## src/rtl/lcd_drv_pkg.sv

```systemverilog
package lcd_drv_pkg;

    // Source of the backplane square wave
    typedef enum logic {
        PH_EXTERNAL = 1'b0,
        PH_DIVIDER  = 1'b1
    } phase_src_e;

    // Default segment count of one device
    localparam int unsigned DEF_NSEG = 32;

    // Default half period for a 1 MHz system clock: about 64 Hz backplane
    localparam int unsigned DEF_BP_HALF = 7812;

endpackage

```

## src/rtl/lcd_drv_shift.sv

```systemverilog
module lcd_drv_shift #(
    parameter int unsigned NSEG = 32
) (
    input  logic            clk,
    input  logic            rst_n,
    input  logic            sclk_i,
    input  logic            sdata_i,
    output logic [NSEG-1:0] sr_o,
    output logic            sout_o
);

    typedef struct packed {
        logic            sclk_prev;
        logic [NSEG-1:0] sr;
    } shift_st_t;

    shift_st_t st_d, st_q;
    logic      fall;

    always_comb begin
        st_d           = st_q;
        fall           = st_q.sclk_prev & ~sclk_i;
        st_d.sclk_prev = sclk_i;
        if (fall) begin
            st_d.sr = {st_q.sr[NSEG-2:0], sdata_i};
        end
    end

    always_ff @(posedge clk) begin
        if (!rst_n) begin
            st_q <= '0;
        end else begin
            st_q <= st_d;
        end
    end

    assign sr_o   = st_q.sr;
    assign sout_o = st_q.sr[NSEG-1];

    // no falling edge of the shift clock, no movement
    a_r2_hold_no_edge: assert property (@(posedge clk) disable iff (!rst_n)
        !(st_q.sclk_prev && !sclk_i) |=> $stable(st_q.sr));

    // a falling edge moves the register up by one and takes the data bit
    a_r3_shift_left: assert property (@(posedge clk) disable iff (!rst_n)
        (st_q.sclk_prev && !sclk_i) |=>
            (st_q.sr[0] == $past(sdata_i)) && (st_q.sr[NSEG-1:1] == $past(st_q.sr[NSEG-2:0])));

endmodule

```

## src/rtl/lcd_drv_latch.sv

```systemverilog
module lcd_drv_latch #(
    parameter int unsigned NSEG = 32
) (
    input  logic            clk,
    input  logic            rst_n,
    input  logic            load_i,
    input  logic [NSEG-1:0] sr_i,
    output logic [NSEG-1:0] lat_o
);

    typedef struct packed {
        logic [NSEG-1:0] lat;
    } latch_st_t;

    latch_st_t st_d, st_q;

    always_comb begin
        st_d = st_q;
        if (load_i) begin
            st_d.lat = sr_i;
        end
    end

    always_ff @(posedge clk) begin
        if (!rst_n) begin
            st_q <= '0;
        end else begin
            st_q <= st_d;
        end
    end

    assign lat_o = st_q.lat;

    // strobe low keeps the latches frozen
    a_r4_hold_latch: assert property (@(posedge clk) disable iff (!rst_n)
        !load_i |=> $stable(st_q.lat));

    // strobe high copies the register
    a_r5_transparent: assert property (@(posedge clk) disable iff (!rst_n)
        load_i |=> (st_q.lat == $past(sr_i)));

endmodule

```

## src/rtl/lcd_drv_bpgen.sv

```systemverilog
module lcd_drv_bpgen
    import lcd_drv_pkg::*;
#(
    parameter int unsigned BP_HALF = DEF_BP_HALF
) (
    input  logic clk,
    input  logic rst_n,
    input  logic int_phase_i,
    input  logic phase_i,
    output logic bp_o
);

    localparam int unsigned CW = (BP_HALF < 2) ? 1 : $clog2(BP_HALF);
    localparam logic [CW-1:0] CNT_LAST = CW'(BP_HALF - 1);

    typedef struct packed {
        logic [CW-1:0] cnt;
        logic          bp;
    } bp_st_t;

    bp_st_t     st_d, st_q;
    phase_src_e src;

    always_comb begin
        src  = phase_src_e'(int_phase_i);
        st_d = st_q;
        if (src == PH_EXTERNAL) begin
            st_d.cnt = '0;
            st_d.bp  = phase_i;
        end else if (st_q.cnt == CNT_LAST) begin
            st_d.cnt = '0;
            st_d.bp  = ~st_q.bp;
        end else begin
            st_d.cnt = st_q.cnt + 1'b1;
        end
    end

    always_ff @(posedge clk) begin
        if (!rst_n) begin
            st_q <= '0;
        end else begin
            st_q <= st_d;
        end
    end

    assign bp_o = st_q.bp;

    // external mode follows the phase input one cycle later
    a_r7_ext_follow: assert property (@(posedge clk) disable iff (!rst_n)
        !int_phase_i |=> (st_q.bp == $past(phase_i)));

    // in divider mode the backplane changes only at the end of a half period
    a_r8_div_toggle: assert property (@(posedge clk) disable iff (!rst_n)
        (int_phase_i && $past(int_phase_i) && (st_q.bp != $past(st_q.bp)))
            |-> ($past(st_q.cnt) == CNT_LAST));

    // the divider count stays inside the half period
    a_r8_cnt_range: assert property (@(posedge clk) disable iff (!rst_n)
        st_q.cnt <= CNT_LAST);

endmodule

```

## src/rtl/lcd_static_drv.sv

```systemverilog
module lcd_static_drv
    import lcd_drv_pkg::*;
#(
    parameter int unsigned NSEG    = DEF_NSEG,
    parameter int unsigned BP_HALF = DEF_BP_HALF
) (
    input  logic            clk,
    input  logic            rst_n,
    input  logic            sclk_i,
    input  logic            sdata_i,
    input  logic            load_i,
    input  logic            phase_i,
    input  logic            int_phase_i,
    output logic [NSEG-1:0] seg_o,
    output logic            bp_o,
    output logic            sdata_o
);

    logic [NSEG-1:0] sr_w;
    logic [NSEG-1:0] lat_w;
    logic            bp_w;

    lcd_drv_shift #(.NSEG(NSEG)) u_shift (
        .clk     (clk),
        .rst_n   (rst_n),
        .sclk_i  (sclk_i),
        .sdata_i (sdata_i),
        .sr_o    (sr_w),
        .sout_o  (sdata_o)
    );

    lcd_drv_latch #(.NSEG(NSEG)) u_latch (
        .clk    (clk),
        .rst_n  (rst_n),
        .load_i (load_i),
        .sr_i   (sr_w),
        .lat_o  (lat_w)
    );

    lcd_drv_bpgen #(.BP_HALF(BP_HALF)) u_bpgen (
        .clk         (clk),
        .rst_n       (rst_n),
        .int_phase_i (int_phase_i),
        .phase_i     (phase_i),
        .bp_o        (bp_w)
    );

    // Per-segment polarity: a set latch bit runs opposite the backplane
    for (genvar i = 0; i < NSEG; i++) begin : g_seg
        assign seg_o[i] = lat_w[i] ^ bp_w;
    end

    assign bp_o = bp_w;

    // first cycle after reset shows a blank panel and a quiet serial output
    a_r1_blank_after_reset: assert property (@(posedge clk) disable iff (!rst_n)
        $past(!rst_n) |-> ((seg_o == {NSEG{bp_o}}) && !sdata_o));

    // the serial output only moves when a shift clock falls
    a_r9_sout_on_fall: assert property (@(posedge clk) disable iff (!rst_n)
        !(u_shift.st_q.sclk_prev && !sclk_i) |=> $stable(sdata_o));

endmodule

```

## config.mk

```make
export PLATFORM = sky130hd
export DESIGN_NAME = lcd_static_drv
export DESIGN_NICKNAME = d
export VERILOG_FILES = /design/src/rtl/lcd_drv_pkg.sv /design/src/rtl/lcd_drv_shift.sv /design/src/rtl/lcd_drv_latch.sv /design/src/rtl/lcd_drv_bpgen.sv /design/src/rtl/lcd_static_drv.sv
export SDC_FILE = /design/constraint.sdc
export NUM_CORES = 1
export LEC_CHECK = 0
export BUFFER_PORTS_ARGS = -buffer_cell sky130_fd_sc_hd__buf_4
export CORE_UTILIZATION = 58
export CTS_BUF_LIST = sky130_fd_sc_hd__clkbuf_8
export CTS_CLUSTER_SIZE = 30
export DETAILED_ROUTE_END_ITERATION = 6
export PLACE_DENSITY = 0.8
export SYNTH_ARGS = -nofsm -noshare
export SYNTH_HDL_FRONTEND = slang
export SYNTH_SLANG_ARGS = --single-unit
```

## constraint.sdc

```tcl
create_clock -name clk -period 2.8 [get_ports clk]
set_input_delay 0.56 -clock clk [delete_from_list [all_inputs] [get_ports clk]]
set_output_delay 0.56 -clock clk [all_outputs]
set_load 0.01 [all_outputs]
```

==> results of run 1 <==
area by class of cell:
class / count / area (um2) / share of cell area (%)
flip-flops and latches: 79 / 1580 / 41.8
clock buffers: 10 / 138 / 3.63
clock inverters: 5 / 20.0 / 0.528
inverters: 2 / 7.51 / 0.198
multi-input cells: 246 / 1620 / 42.7
repair buffers: 43 / 335 / 8.85
well taps: 72 / 90.1 / 2.38
power by group:
| part | internal, W | switching, W |
|---|---|---|
| Sequential | 0.00113 | 0.0000111 |
| Combinational | 0.0000843 | 0.0000839 |
| Clock | 0.000327 | 0.000368 |
worst paths after layout:
| kind | endpoint | slack, ps | cells past startpoint | start |
|---|---|---|---|---|
| worst max-delay path | seg_o[8] | 620 | 3 | u_bpgen.bp_o$_SDFFE_PN0P_ |
| worst min register to register | u_shift.sr_o[23]$_SDFFE_PN0P_ | 480 | 2 | u_shift.sr_o[22]$_SDFFE_PN0P_ |
| worst min-delay path | u_bpgen.bp_o$_SDFFE_PN0P_ | 410 | 2 | int_phase_i |
| worst max register to register | u_bpgen.st_q[10]$_SDFF_PP0_ | 990 | 4 | u_bpgen.st_q[6]$_SDFF_PP0_ |
cells in the final DEF (no fill, tap or decap), types with 2 or more instances in the layout:
cell type / count
xor2_1: 36
nand2b_1: 2
nor2b_1: 32
nand2_1: 68
buf_4: 42
dfxtp_1: 78
nor2_1: 14
nand3_1: 4
xnor2_1: 8
nand4_1: 3
inv_1: 6
a21boi_0: 32
mux2i_1: 32
nor3_1: 4
clkbuf_8: 10
Yosys cell counts:
cell type | instances | area (um2)
a21boi_0 | 32 | 240
nor4_1 | 1 | 6.26
mux2i_1 | 32 | 320
and4_1 | 1 | 8.76
xor2_1 | 36 | 315
dfxtp_1 | 79 | 1580
buf_2 | 2 | 10.0
nand4_1 | 3 | 18.8
nand2b_1 | 2 | 12.5
nand3b_2 | 1 | 11.3
nor3_1 | 4 | 20.0
buf_6 | 1 | 11.3
inv_1 | 2 | 7.51
o21ai_0 | 1 | 5.00
nand3_1 | 4 | 20.0
or4_1 | 1 | 7.51
nand2_1 | 68 | 255
nor4_2 | 1 | 12.5
nor2_1 | 14 | 52.6
a21oi_1 | 1 | 5.00
xnor2_1 | 8 | 70.1
nor2b_1 | 33 | 206
and2_1 | 1 | 6.26
clkbuf_1 | 20 | 75.1
ha_1 | 1 | 12.5
nand3b_1 | 1 | 7.51
kinds of logic (layout without fill, tap and decap cells):
group,Yosys count,count (layout)
AND/OR/NAND/NOR,135,135
buffers and inverters,25,60
adder cells (fa/ha/maj),1,1
multiplexers,32,32
AO/OA/AOI/OAI,34,34
flip-flops,79,79
XOR/XNOR,44,44
registers in the layout, summed over array words and instances, names as in the netlist:
register and flops:
u_bpgen.bp_o 1, u_bpgen.st_q 13, u_latch.lat_o 32, u_shift.sr_o 32, u_shift.st_q 1
routing by layer:
layer	vias up	global-route usage, %	part of all wire (%)
met5	-	0	0
met4	0	11.9	2.2
met3	10	4.35	3.5
met1	1123	24.7	47
li1	1189	-	-
met2	42	35.2	48
stage by stage:
stage               hold slack [ps]  setup WS (ps)  area, um2
detailed placement              474            975       3630
CTS                             396            576       3790
floorplan                       430            923       3300
finish                          405            619       3790
global route                    408            522       3790
global placement                442           1020       3630
==> metrics.md, run 1 <==
| Metric | Value |
|---|---|
| Worst slew margin | `61.4%` |
| Seq/Total Area, Yosys | `a little under half` |
| First drt pass iteration count | `4` |
| Adder-cell share of the synthesized area | `less than 1%` |
| First-pass GRT wire length | `between 9 and 10 mm` |
| Total grt overflow | `0` |
| Syn_area_per_cell | `~9.4 um2` |
| Req. time, crit path | `roughly 2200 ps` |
| PortBufs | `40` |
| Vert. Die Dim | `between 70 and 80 um` |
| DRC | `0` |
| Buffers from clock root to sink, at most | `2` |
| Final min period | `between 2000 and 2500 ps` |
| Setup crit end kind | `output port` |
| Status | `finished clean` |
| Synth warnings | `0` |
| Post-CTS Setup Repair Bufs | `0` |
| Setup CP Type | `reg2out` |
| CTS Sinks | `79` |
| Synth unique cells | `26` |
| Critical path buffer and inverter count | `2` |
| Antenna violations before repair | `0` |
| VDD IR max | `552 uV` |
| Nets | `just under 400` |
| Detailed Route WL | `5.79 mm` |
| Crit-path max FO | `19` |
| Slew of the pin with the lowest slew margin | `a little under 600 ps` |
| N_diodes | `0` |
| Area fraction in compound gates after synthesis | `roughly 7.6%` |
| FMAX | `roughly 460 MHz` |
| Post-layout util | `between 60 and 70%` |
| Post-DP HPWL | `about 3.6 mm` |
| Cell area after synthesis | `between 3000 and 4000 um2` |
| Reg clk slew, reported paths | `70 ps` |
| Wire per inst | `approximately 13 um` |
| Post-Layout Cell Count | `457` |
| RSZ-0062 raised after global routing | `false` |
| Largest family of logic cells by synthesized area | `simple AND/OR/NAND/NOR gates` |
| CP peak stage delay | `about 700 ps` |
| Inst Count DP | `roughly 440` |
| CP Cell Sequence | `buf_12, xor2_1, buf_4` |
| Final clock skew | `7.57 ps` |
| Die Span X | `77.4 um` |
| Vias per cell | `5.17` |
| # fillers | `around 470` |
| Starting Density | `59.9%` |
| Core area | `roughly 5500 um2` |
| Setup TNS | `0 ps` |
| CTS tree | `yes` |
| Final cycle utilization of the critical path | `between 70% and 80%` |
| Leakage | `approximately 1.6 nW` |
| Layout cells sized above 1 | `approximately 15%` |
| Pin count of the biggest net entering global routing | `between 60 and 70` |
| XOR/XNOR Fraction of Synth Area | `between 10% and 20%` |
| CP max-delay cell | `dfxtp_2` |
| HP Class | `in2reg` |
| # rows | `27` |
| Remaining antenna violation count | `0` |
| Crit path max-delay family | `flip-flops` |
| DRT iter0 DRCs | `~140` |
| Fin. Hold Viols | `0` |
| CTS Hold Bufs | `0` |
| Vias in the first global route | `about 2200` |
| H-tree Lvls | `3` |
| Pwr/cell area | `about 530 nW/um2` |
| Max-cap violation count | `0` |
| Startpoint class of the critical path | `register` |
| Die area | `5990 um2` |
| PostCTS Resize Cnt | `0` |
| Total global-route track usage | `a little over a fifth` |
| Post-synthesis mux area share | `under 10%` |
| CTS buffer count | `9` |
| Crit path arrival time | `around 1600 ps` |
| Final setup viols | `0` |
| Area Overhead vs Synth | `14.9%` |
| Routed via count | `~2400` |
| Synth Area in Simple Gates | `just under 20%` |
| Clock latency on the worst-skew pair | `340 ps` |
| Routability congestion estimate | `between 0.7 and 0.8` |
| Max Slew Vio Count | `0` |
| Synth Net Count | `around 360` |
| Synthesis-stage register bit count | `between 70 and 80` |
| Total power | `~0.0020 W` |
| Post-Syn Instances | `350` |
| Root Driver | `clkbuf_8` |
| Io pins | `41` |
No activity file was read; power rests on OpenSTA's default activity.
==> run 2, diff against run 1 <==
Clock period 2.8 ns to 2.2 ns, I/O delays scaled along.
==> run 2 against run 1 <==
Net effect:
- clock power increased by 21%
- hold slack got worse by 110 ps
- first-iteration DRC count decreased by 18%
- final cell count grew 0.66%
- routed wire length fell by 6.5%
- setup slack worse by 290 ps
- total power grew 25%
- critical path depth unchanged
- clock-buffer cell count down 1
- critical endpoint is now seg_o[2]
- largest power group unchanged
- highest routed layer unchanged
==> metrics.md, run 2 (synthesis gave the netlist of run 1 again) <==
| Metric | Value |
|---|---|
| DRT met1 WL | `roughly 2.6 mm` |
| Pwr/cell area | `660 nW/um2` |
| Final min period | `1870 ps` |
| Final setup viols | `0` |
| Core area | `~5500 um2` |
| Sw Pwr | `approximately 0.00058 W` |
| Worst slew margin | `between 60% and 70%` |
| Vert. Die Dim | `around 77 um` |
| DRC | `0` |
| CTS tree | `yes` |
| Total global-route track usage | `approximately a fifth` |
| Vias per cell | `roughly 5` |
| Total grt overflow | `0` |
| Comb power frac | `8.8%` |
| Share of power burned in registers | `a little under three fifths` |
| FF-to-FF Start | `u_bpgen.st_q[6]$_SDFF_PP0_` |
| Routability congestion estimate | `0.841` |
| HP Class | `in2reg` |
| Crit path arrival time | `1430 ps` |
| Slew of the pin with the lowest slew margin | `between 500 and 600 ps` |
| Final cycle utilization of the critical path | `85.0%` |
| Pin count of the biggest net entering global routing | `44` |
| Crit-path max FO | `9` |
| Wire per inst | `11.8 um` |
| Setup CP Type | `reg2out` |
| Status | `finished clean` |
| Routed via count | `2299` |
| Reg clk slew, reported paths | `70 ps` |
| CTS buffer count | `9` |
| Post-CTS Setup Repair Bufs | `0` |
| Die area | `approximately 6000 um2` |
| Post-Layout Cell Count | `460` |
| Setup crit end kind | `output port` |
| Area Overhead vs Synth | `15.1%` |
| Fin. Hold Viols | `0` |
| Total power | `about 0.0025 W` |
| DR top layer | `met4` |
| Met2 WL | `~2.6 mm` |
| N_diodes | `0` |
| Root Driver | `clkbuf_8` |
| Remaining antenna violation count | `0` |
| Post-DP HPWL | `between 3 and 4 mm` |
| Most common cell after layout, fill and taps aside | `dfxtp_1` |
| Final clock skew | `8.34 ps` |
| # rows | `27` |
| Nets | `between 300 and 400` |
| Setup TNS | `0 ps` |
| CTS Hold Bufs | `0` |
| Pint | `roughly 0.0019 W` |
| First drt pass iteration count | `5` |
| Startpoint class of the critical path | `register` |
| Vias in the first global route | `around 2200` |
| Antenna violations before repair | `0` |
| Inst Count DP | `444` |
| PostCTS Resize Cnt | `0` |
| Hold Crit Start | `int_phase_i` |
| Buffers from clock root to sink, at most | `2` |
| H-tree Lvls | `3` |
| First-pass GRT wire length | `~9.4 mm` |
| Pre-CTS setup slack | `about 440 ps` |
| VDD IR max | `around 380 uV` |
| DRT iter0 DRCs | `around 110` |
| Leakage | `approximately 1.6 nW` |
| Layout cells sized above 1 | `15.2%` |
| Io pins | `41` |
| Req. time, crit path | `about 1800 ps` |
| PortBufs | `40` |
| Max-cap violation count | `0` |
| CTS Sinks | `between 70 and 80` |
| Switching Fraction | `approximately 23%` |
| Metal3 WL | `142 um` |
| Clock latency on the worst-skew pair | `340 ps` |
| Starting Density | `between 50% and 60%` |
| Setup crit start | `u_bpgen.bp_o$_SDFFE_PN0P_` |
| Max Slew Vio Count | `0` |
| Die Span X | `77.4 um` |
| FMAX | `around 540 MHz` |
| RSZ-0062 raised after global routing | `false` |
| Detailed Route WL | `~5.4 mm` |
| Most frequent cells in the layout | `78 x dfxtp_1, 68 x nand2_1, 44 x buf_4` |
| Clock share of power | `between 30 and 40%` |
| Post-layout util | `between 60% and 70%` |
| Final setup margin | `about 330 ps` |
-- run 2: worst paths after layout --
kind,cells past startpoint,slack (ps),to
setup / recovery,3,330,seg_o[2]
hold / removal,2,300,u_bpgen.bp_o$_SDFFE_PN0P_
setup reg to reg,4,440,u_bpgen.st_q[6]$_SDFF_PP0_
hold reg to reg,1,460,u_bpgen.st_q[1]$_SDFF_PP0_
-- run 2: area by class of cell --
class                           instances  area [um2]
Clock inverter                          7        27.5
Timing Repair Buffer                   45         350
Inverter                                2        7.51
Sequential cell                        79        1580
Tap cell                               72        90.1
Fill cell                             465        1710
Clock buffer                            9         124
Multi-Input combinational cell        246        1620
-- run 2: critical path, stage by stage, from the launching register on --
cell	delay [ps]
dfxtp_2	490
buf_4	260
xor2_1	190
buf_4	150
-- run 2: power by group through the flow --
stage / clock network [W] / logic (W) / registers (W)
after global placement: 0 / 0.000222 / 0.00148
after global routing: 0.000930 / 0.000239 / 0.00144
final: 0.000843 / 0.000222 / 0.00144
after detailed placement: 0 / 0.000224 / 0.00148
after floorplan: 0 / 0.000137 / 0.00147
after CTS: 0.000871 / 0.000225 / 0.00144
-- run 2: metrics by stage --
| stage | area, um2 | hold WS, ps |
|---|---|---|
| after floorplan | 3300 | 430 |
| after global placement | 3650 | 440 |
| after detailed placement | 3650 | 451 |
| after CTS | 3800 | 277 |
| after global routing | 3800 | 291 |
| final | 3800 | 299 |
-- run 2: routing by layer --
| layer | GRT usage (%) | vias to the layer above |
|---|---|---|
| met5 | 0 | - |
| met4 | 11.9 | 0 |
| met1 | 23.9 | 1063 |
| met3 | 3.65 | 9 |
| met2 | 33.2 | 32 |
| li1 | - | 1195 |
==> run 3, diff against run 2 <==
Clock period 2.2 ns to 1.89 ns, I/O delays scaled along.
==> run 3 against run 2 <==
Net effect:
- combinational power increased by 18%
- sequential share of layout area down 0.43 points
- die area is the same
- hold slack got worse by 72 ps
- routed wire length up 4.3%
- sequential power is 16% higher
- clock power grew 46%
- register-to-register slack got worse by 320 ps
- clock skew rose by 2.5 ps
==> metrics.md, run 3 (synthesis gave the netlist of run 1 again) <==
| Metric | Value |
|---|---|
| Vias in the first global route | `2189` |
| VDD IR max | `a little under 500 uV` |
| Slew of the pin with the lowest slew margin | `about 560 ps` |
| Post-DP HPWL | `roughly 3.6 mm` |
| Post-CTS Setup Repair Bufs | `0` |
| Startpoint class of the critical path | `register` |
| Crit path max-delay family | `simple AND/OR/NAND/NOR gates` |
| Io pins | `41` |
| Max-cap violation count | `0` |
| Nets | `between 300 and 400` |
| CTS Hold Bufs | `0` |
| Setup CP Type | `reg2reg` |
| FMAX | `between 500 and 600 MHz` |
| Reg clk slew, reported paths | `about 70 ps` |
| Status | `finished clean` |
| CP Cell Sequence | `or4_1, nor4_2, nand3b_2, nor2_1` |
| PortBufs | `40` |
| Die area | `~6000 um2` |
| DRT iter0 DRCs | `100` |
| Root Driver | `clkbuf_8` |
| Layout cells sized above 1 | `16.8%` |
| Most frequent cells in the layout | `78 x dfxtp_1, 68 x nand2_1, 46 x buf_4` |
| Placed instance area | `between 3000 and 4000 um2` |
| Worst R2R End | `u_bpgen.st_q[12]$_SDFF_PP0_` |
| Die Span X | `just under 80 um` |
| WHS | `227 ps` |
| CP peak stage delay | `about 540 ps` |
| DRC | `0` |
| CTS buffer count | `9` |
| Post-layout util | `approximately 70%` |
| Max Slew Vio Count | `0` |
| Fin. Hold Viols | `0` |
| Wire per inst | `about 12 um` |
| Setup crit end kind | `register` |
| Routed via count | `between 2000 and 2500` |
| Req. time, crit path | `between 2000 and 2500 ps` |
| Critical path buffer and inverter count | `0` |
| RSZ-0062 raised after global routing | `false` |
| Core area | `5510 um2` |
| Flop-to-flop setup slack | `120 ps` |
| CTS Sinks | `roughly 80` |
| Starting Density | `59.9%` |
| Final setup margin | `116 ps` |
| HP Class | `in2reg` |
| Area Overhead vs Synth | `16.3%` |
| Vert. Die Dim | `77.4 um` |
| Pre-CTS setup slack | `147 ps` |
| # rows | `27` |
| N_diodes | `0` |
| PostCTS Resize Cnt | `0` |
| Pin count of the biggest net entering global routing | `42` |
| Final setup viols | `0` |
| Worst slew margin | `62.6%` |
| Setup crit start | `u_bpgen.st_q[6]$_SDFF_PP0_` |
| Setup TNS | `0 ps` |
| Remaining antenna violation count | `0` |
| Design area | `3840 um2` |
| Total global-route track usage | `slightly above 20%` |
| Antenna violations before repair | `0` |
| Routability congestion estimate | `around 0.8` |
| Worst reg-to-reg path cell count | `4` |
| Final clock skew | `between 10 and 15 ps` |
| Final cycle utilization of the critical path | `between 90% and 100%` |
| CTS tree | `yes` |
| Most common cell after layout, fill and taps aside | `dfxtp_1` |
| H-tree Lvls | `3` |
| First-pass GRT wire length | `between 9 and 10 mm` |
| Crit path arrival time | `roughly 2000 ps` |
| Crit-path max FO | `13` |
| Stages on the worst setup path | `4` |
| Detailed Route WL | `roughly 5.6 mm` |
| Total grt overflow | `0` |
| First drt pass iteration count | `4` |
| CP max-delay cell | `or4_1` |
| Buffers from clock root to sink, at most | `2` |
| Leakage | `around 1.6 nW` |
| Clock latency on the worst-skew pair | `between 300 and 400 ps` |
| Vias per cell | `just over 5` |
| Final min period | `1770 ps` |
| FF-to-FF Start | `u_bpgen.st_q[6]$_SDFF_PP0_` |
| Pwr/cell area | `approximately 830 nW/um2` |
| Critical Path End | `u_bpgen.st_q[12]$_SDFF_PP0_` |
==> run 3: cell types whose count changed in the layout (fill, tap and decap cells not counted), sizes merged <==
cell | previous run | this run
bufinv | 0 | 1
inv | 8 | 2
buf | 45 | 46
clkinv | 1 | 3
clkbuf | 9 | 11
==> run 3: where the power goes <==
part / total [W] / internal (W) / switching, W
clock network: 0.00123 / 0.000668 / 0.000565
registers: 0.00167 / 0.00167 / 0.00000399
logic: 0.000262 / 0.000125 / 0.000137
==> run 3: worst reg2reg max path, cell delays in order (launching register included) <==
cell and delay [ps]:
dfxtp_1 360, or4_1 540, nor4_2 340, nand3b_2 330, nor2_1 90
==> run 3: routing by layer <==
metal  share of wire (%)  global-route usage (%)  vias up
li1                    -                       -     1195
met1                  47                    24.2     1102
met2                  47                    34.0       40
met3                 3.2                    3.88       10
met4                 2.6                    12.6        0
met5                   0                       0        -
==> run 3: worst min-delay path by stage <==
stage | start | to | slack [ps] | depth (start not counted)
detailed placement | u_bpgen.st_q[1]$_SDFF_PP0_ | u_bpgen.st_q[1]$_SDFF_PP0_ | 460 | 1
global placement | u_bpgen.st_q[1]$_SDFF_PP0_ | u_bpgen.st_q[1]$_SDFF_PP0_ | 440 | 1
finish | int_phase_i | u_bpgen.bp_o$_SDFFE_PN0P_ | 230 | 2
floorplan | u_bpgen.st_q[1]$_SDFF_PP0_ | u_bpgen.st_q[1]$_SDFF_PP0_ | 430 | 1
global route | int_phase_i | u_bpgen.bp_o$_SDFFE_PN0P_ | 220 | 2
CTS | int_phase_i | u_bpgen.bp_o$_SDFFE_PN0P_ | 210 | 2
==> run 3: final cells by class <==
class,count,area (um2)
clock inverters,4,45.0
inverters,2,7.51
clock buffers,11,151
well taps,72,90.1
repair buffers,46,345
fillers,451,1670
flip-flops and latches,79,1580
multi-input cells,246,1620
==> run 3: per-stage QoR <==
stage / std cells / total power [W]
after floorplan: 350 / 0.00187
after global placement: 445 / 0.00197
after detailed placement: 445 / 0.00198
after CTS: 460 / 0.00320
after global routing: 460 / 0.00327
final: 460 / 0.00317
